**config.mk**
```make
export PLATFORM = sky130hd
export DESIGN_NAME = uart_tx_dbuf
export DESIGN_NICKNAME = d
export VERILOG_FILES = /design/src/rtl/uart_tx_pkg.sv /design/src/rtl/uart_tx_baud.sv /design/src/rtl/uart_tx_hold.sv /design/src/rtl/uart_tx_shift.sv /design/src/rtl/uart_tx_dbuf.sv
export SDC_FILE = /design/constraint.sdc
export NUM_CORES = 1
export LEC_CHECK = 0
export CAP_MARGIN = 15
export CORE_UTILIZATION = 58
export CTS_BUF_LIST = sky130_fd_sc_hd__clkbuf_8
export CTS_CLUSTER_DIAMETER = 150
export DETAILED_ROUTE_END_ITERATION = 6
export PLACE_DENSITY = 0.83
export SYNTH_ARGS = -nofsm -noshare
export SYNTH_HDL_FRONTEND = slang
export SYNTH_SLANG_ARGS = --single-unit
```
**constraint.sdc**
```tcl
create_clock -name clk -period 3.1 [get_ports clk]
set_clock_uncertainty 0.2 [all_clocks]
set_input_delay 0.93 -clock clk [delete_from_list [all_inputs] [get_ports clk]]
set_output_delay 0.93 -clock clk [all_outputs]
set_load 0.02 [all_outputs]
```
**src/rtl/uart_tx_pkg.sv**
```systemverilog
package uart_tx_pkg;

    localparam int unsigned DATA_W   = 8;
    localparam int unsigned BITCNT_W = $clog2(DATA_W);

    typedef logic [DATA_W-1:0] tx_data_t;

    typedef enum logic [1:0] {
        ST_IDLE  = 2'd0,
        ST_START = 2'd1,
        ST_DATA  = 2'd2,
        ST_STOP  = 2'd3
    } tx_state_e;

    // A byte offered to the shifter: valid and data always travel together.
    typedef struct packed {
        logic     valid;
        tx_data_t data;
    } tx_byte_t;

    function automatic logic line_level(tx_state_e st, logic lsb);
        case (st)
            ST_START: return 1'b0;
            ST_DATA:  return lsb;
            default:  return 1'b1;
        endcase
    endfunction

endpackage

```
**src/rtl/uart_tx_baud.sv**
```systemverilog
module uart_tx_baud #(
    parameter int unsigned DIV_W = 16
) (
    input  logic             clk,
    input  logic             rst,
    input  logic             restart,
    input  logic [DIV_W-1:0] reload,
    output logic             tick
);

    logic [DIV_W-1:0] cnt_q;

    always_ff @(posedge clk) begin
        if (rst) begin
            cnt_q <= '0;
        end else if (restart || cnt_q == '0) begin
            cnt_q <= reload;
        end else begin
            cnt_q <= cnt_q - 1'b1;
        end
    end

    assign tick = (cnt_q == '0) && !restart;

endmodule

```
**src/rtl/uart_tx_hold.sv**
```systemverilog
module uart_tx_hold
    import uart_tx_pkg::*;
(
    input  logic     clk,
    input  logic     rst,
    input  logic     wr_en,
    input  tx_data_t wr_data,
    input  logic     take,
    output tx_byte_t offer,
    output logic     full,
    output logic     overrun
);

    tx_data_t data_q;
    logic     full_q;
    logic     ovr_q;

    // A stored byte has priority; otherwise a write in flight is offered directly.
    always_comb begin
        offer.valid = full_q | wr_en;
        offer.data  = full_q ? data_q : wr_data;
    end

    always_ff @(posedge clk) begin
        if (rst) begin
            data_q <= '0;
            full_q <= 1'b0;
            ovr_q  <= 1'b0;
        end else if (full_q) begin
            if (take)  full_q <= 1'b0;
            if (wr_en) ovr_q  <= 1'b1;
        end else if (wr_en && !take) begin
            full_q <= 1'b1;
            data_q <= wr_data;
        end
    end

    assign full    = full_q;
    assign overrun = ovr_q;

endmodule

```
**src/rtl/uart_tx_shift.sv**
```systemverilog
module uart_tx_shift
    import uart_tx_pkg::*;
(
    input  logic      clk,
    input  logic      rst,
    input  logic      tick,
    input  tx_byte_t  offer,
    output logic      take,
    output logic      restart,
    output logic      txd,
    output tx_state_e state,
    output logic      queued
);

    localparam logic [BITCNT_W-1:0] LAST_BIT = BITCNT_W'(DATA_W - 1);

    tx_state_e            state_q;
    tx_data_t             sr_q;
    logic [BITCNT_W-1:0]  bit_q;
    logic                 queued_q;
    logic                 last_bit;
    logic                 free;

    assign last_bit = (state_q == ST_DATA) && tick && (bit_q == LAST_BIT);
    assign free     = (state_q == ST_IDLE)
                    | ((state_q == ST_STOP) && !queued_q)
                    | last_bit;
    assign take     = free && offer.valid;
    assign restart  = (state_q == ST_IDLE) && offer.valid;

    always_ff @(posedge clk) begin
        if (rst) begin
            state_q  <= ST_IDLE;
            sr_q     <= '0;
            bit_q    <= '0;
            queued_q <= 1'b0;
        end else begin
            case (state_q)
                ST_IDLE: begin
                    if (offer.valid) begin
                        sr_q     <= offer.data;
                        state_q  <= ST_START;
                        queued_q <= 1'b0;
                    end
                end
                ST_START: begin
                    if (tick) begin
                        state_q <= ST_DATA;
                        bit_q   <= '0;
                    end
                end
                ST_DATA: begin
                    if (tick) begin
                        bit_q <= bit_q + 1'b1;
                        if (bit_q == LAST_BIT) begin
                            state_q  <= ST_STOP;
                            queued_q <= offer.valid;
                            if (offer.valid) sr_q <= offer.data;
                        end else begin
                            sr_q <= sr_q >> 1;
                        end
                    end
                end
                ST_STOP: begin
                    if (tick) begin
                        if (queued_q) begin
                            state_q  <= ST_START;
                            queued_q <= 1'b0;
                        end else if (offer.valid) begin
                            state_q <= ST_START;
                            sr_q    <= offer.data;
                        end else begin
                            state_q <= ST_IDLE;
                        end
                    end else if (!queued_q && offer.valid) begin
                        queued_q <= 1'b1;
                        sr_q     <= offer.data;
                    end
                end
                default: state_q <= ST_IDLE;
            endcase
        end
    end

    assign txd    = line_level(state_q, sr_q[0]);
    assign state  = state_q;
    assign queued = queued_q;

endmodule

```
**src/rtl/uart_tx_dbuf.sv**
```systemverilog
module uart_tx_dbuf
    import uart_tx_pkg::*;
#(
    parameter int unsigned DIV_W = 16
) (
    input  logic              clk,
    input  logic              rst,
    input  logic [DIV_W-1:0]  cfg_div,
    input  logic              wr_en,
    input  logic [DATA_W-1:0] wr_data,
    output logic              txd,
    output logic              tx_ready,
    output logic              tx_empty,
    output logic              overrun
);

    tx_byte_t  offer;
    tx_state_e sh_state;
    logic      take;
    logic      restart;
    logic      baud_tick;
    logic      hold_full;
    logic      sh_queued;

    uart_tx_baud #(.DIV_W(DIV_W)) u_baud (
        .clk     (clk),
        .rst     (rst),
        .restart (restart),
        .reload  (cfg_div),
        .tick    (baud_tick)
    );

    uart_tx_hold u_hold (
        .clk     (clk),
        .rst     (rst),
        .wr_en   (wr_en),
        .wr_data (wr_data),
        .take    (take),
        .offer   (offer),
        .full    (hold_full),
        .overrun (overrun)
    );

    uart_tx_shift u_shift (
        .clk     (clk),
        .rst     (rst),
        .tick    (baud_tick),
        .offer   (offer),
        .take    (take),
        .restart (restart),
        .txd     (txd),
        .state   (sh_state),
        .queued  (sh_queued)
    );

    assign tx_ready = !hold_full;
    assign tx_empty = (sh_state == ST_IDLE);

endmodule

```
==> key figures <==
Run status
  – Status: finished, final reports clean

CTS
  – CTS tree: yes
  – Clk slew on worst S/H paths: approximately 80 ps
  – Number of setup buffers added after CTS: 0
  – CTS sink count: 40
  – CTS max path bufs: 2
  – Root Buffer: clkbuf_8
  – TritonCTS Buffers: 5
  – CTS Hold Bufs: 0
  – H-Tree Depth: 2
  – Clock Latency Late Sink: between 200 and 300 ps

Hold path
  – Worst min-delay path category: reg2reg
  – Hold Path Depth: 2

Synthesis
  – Netlist Area Pre-Place: 0.00250 sq mm
  – Largest family of logic cells by synthesized area: compound AO/OA/AOI/OAI gates
  – Mean post-synth cell area: approximately 8.0 sq um
  – Post-Syn Nets: around 350
  – FF+latch count, synth: 40
  – Top FF cell, synth: dfxtp_1
  – Ys async rst share: 0%
  – Simple-Gate Fraction of Synth Area: roughly 22%
  – Post-synthesis compound-gate area fraction: 24.8%
  – Post-Synth XOR/XNOR Area: under 10%
  – Post-Synth Adder-Cell Area: 4.50%
  – Gate Count Post-Synth: approximately 310
  – Post-synth cell types: 43
  – Sequential fraction of the synthesis area: 32.0%
  – Number of flops mapped to enable cells by yosys: 0
  – Mux share of post-synthesis cell area: just under 7%
  – YS warnings: 0

Floorplan
  – Die area: 0.00458 sq mm
  – Die height: 67.7 um
  – DIE WIDTH: just under 70 um
  – Rows: 23
  – Initial cell density of the core: a little over 60%
  – I/O pin count: 31
  – Core Box Area: around 0.0041 sq mm

Place
  – Routability cong.: roughly 0.9
  – Number of buffers added on ports: 30
  – DP HPWL: ~4000 um

Setup path
  – Crit Path Class: reg2out
  – Worst-path fanout max: 6
  – Critical path capture point type: output port
  – Critical Path RT: roughly 2000 ps
  – Critical Path Source Type: flip-flop
  – Critical path arrival: ~1800 ps
  – R2R depth: 7

Pwr
  – Internal Pwr Total: ~1.5 mW
  – Flop pwr share: between 30% and 40%
  – P_sw: between 1 and 1.5 mW
  – Sw Share: ~44%
  – Total power: ~2.6 mW
  – Leakage Power: about 1.1 nW
  – PD cells: a little under 900 mW/mm^2
  – VDD IR max: approximately 0.56 mV
  – Clock share of power: roughly 14%
  – Logic pwr share: a little over half

Run
  – Max-capacitance violation count: 0

Drt
  – Residual DRC count: 0
  – Initial drt markers: ~250
  – First-pass iteration count of the detailed router: 4
  – Post-DR vias/cell: roughly 6.1
  – Post-DR wirelength/cell: ~15 um
  – DRT antenna net count: 0
  – Via count: approximately 2400
  – Total Wirelength: about 5800 um

Cells and area
  – Share of post-route cells with drive strength above 1: roughly 7.3%
  – Leading cell type in the layout, fill and taps excluded: dfxtp_1
  – Synth-to-Final Area Change: 19.4%
  – Inserted Diodes: 0
  – Commonest cells after routing, fill and taps aside: dfxtp_1, nor2_1, clkdlybuf4s50_1
  – Final net count: 377

Global routing
  – Pin count of the biggest net entering global routing: 32
  – Vias in the first global route: roughly 2100
  – Final global-route overflow total: 0
  – Initial antenna violation count: 0
  – Overall Global Routing Usage: 27.3%
  – First-pass GRT wire length: 9450 um

Timing
  – Fin. Hold Viols: 0
  – RSZ-0062 raised after global routing: no
  – Tightest Pin Transition: around 810 ps
  – Fmax: between 300 and 400 MHz
  – Slew Limit Fails: 0
  – Max-slew headroom: 45.8%
  – Min cycle time layout: around 2900 ps
  – Final setup fails: 0
  – Fin Setup TNS: 0 ps
  – Final Cycle Share: between 90% and 100%
## flip-flops by register name, indices dropped and copies added, names as in the netlist
signal          flops
u_shift.sr_q        8
u_shift.state       2
u_baud.cnt_q       16
u_shift.bit_q       3
u_hold.data_q       8
u_shift.queued      1
u_hold.full         1
u_hold.overrun      1
## worst max-delay path, stage by stage (launching register included)
cell and delay (ps):
dfxtp_1 360, inv_1 150, ha_1 300, clkdlybuf4s50_1 640
## power groups by stage
stage | logic, mW | registers (mW) | clock network [mW]
2_1_floorplan | 1.05 | 0.805 | 0
6_report | 1.40 | 0.833 | 0.354
3_5_place_dp | 1.39 | 0.841 | 0
3_3_place_gp | 1.36 | 0.833 | 0
5_1_grt | 1.55 | 0.850 | 0.386
4_1_cts | 1.40 | 0.830 | 0.363
## worst paths after layout
| path | from | to | slack [ps] |
|---|---|---|---|
| setup / recovery | u_shift.state[1]$_SDFFE_PP0P_ | tx_empty | 220 |
| hold / removal | u_hold.overrun$_SDFFE_PP0P_ | u_hold.overrun$_SDFFE_PP0P_ | 280 |
| setup reg to reg | u_baud.cnt_q[0]$_SDFF_PP0_ | u_shift.sr_q[2]$_SDFFE_PP0P_ | 500 |
| hold reg to reg | u_hold.overrun$_SDFFE_PP0P_ | u_hold.overrun$_SDFFE_PP0P_ | 280 |
## layout make-up
| type | instances | area [sq um] |
|---|---|---|
| clock buffers | 6 | 82.6 |
| flip-flops and latches | 40 | 801 |
| repair buffers | 45 | 428 |
| inverters | 14 | 52.6 |
| multi-input cells | 235 | 1550 |
| well taps | 50 | 62.6 |
| fillers | 346 | 1070 |
| clock inverters | 2 | 7.51 |
## repair_timing
action                     in CTS  in global routing
hold endpoints to repair        0                  0
setup endpoints to repair       0                  1
resized for setup               0                  1
## logic make-up after synthesis
family,count (synthesis)
buffers and inverters,37
muxes,17
xor gates and xnor gates,11
AOI/OAI and AO/OA,90
DFF,40
and+or+nand+nor,108
adders and majority gates,9
## Yosys cell counts (2+ instances only)
master | number | area, sq um
a211oi_1 | 14 | 105
a21oi_1 | 19 | 95.1
a22oi_1 | 7 | 52.6
a311oi_1 | 10 | 87.6
and3_1 | 2 | 12.5
clkbuf_1 | 19 | 71.3
dfxtp_1 | 40 | 801
ha_1 | 9 | 113
inv_1 | 14 | 52.6
mux2i_1 | 17 | 170
nand2_1 | 21 | 78.8
nand2b_1 | 16 | 100
nand3_1 | 4 | 20.0
nand3b_1 | 2 | 15.0
nand4_1 | 9 | 56.3
nor2_1 | 32 | 120
nor2b_1 | 4 | 25.0
nor3_1 | 4 | 20.0
nor4_1 | 3 | 18.8
o21a_1 | 9 | 67.6
o21ai_0 | 19 | 95.1
o31a_1 | 2 | 17.5
o31ai_1 | 4 | 30.0
or3_1 | 4 | 25.0
xnor2_1 | 8 | 70.1
xor2_1 | 3 | 26.3
## layer usage
layer / wire length [um] / vias to the layer above / share of wire (%) / GRT usage (%)
met5: 0 / - / 0 / 0
met4: 102 / 0 / 1.8 / 9.31
met3: 352 / 11 / 6.1 / 5.41
met2: 2740 / 66 / 47 / 44.9
met1: 2580 / 1113 / 45 / 35.1
li1: - / 1184 / - / -
## metrics by stage
| stage | instances | setup slack [ps] | utilization [%] | cell area [sq um] | hold WS (ps) |
|---|---|---|---|---|---|
| after floorplan | 312 | 621 | - | 2500 | 249 |
| after global placement | 384 | 204 | 71.4 | 2900 | 258 |
| after detailed placement | 384 | 148 | 71.4 | 2900 | 270 |
| after CTS | 392 | 83.1 | 73.6 | 2990 | 282 |
| after global routing | 392 | 151 | 73.6 | 2990 | 304 |
| final | 392 | 221 | 73.6 | 2990 | 276 |
No activity file was read; power rests on OpenSTA's default activity.
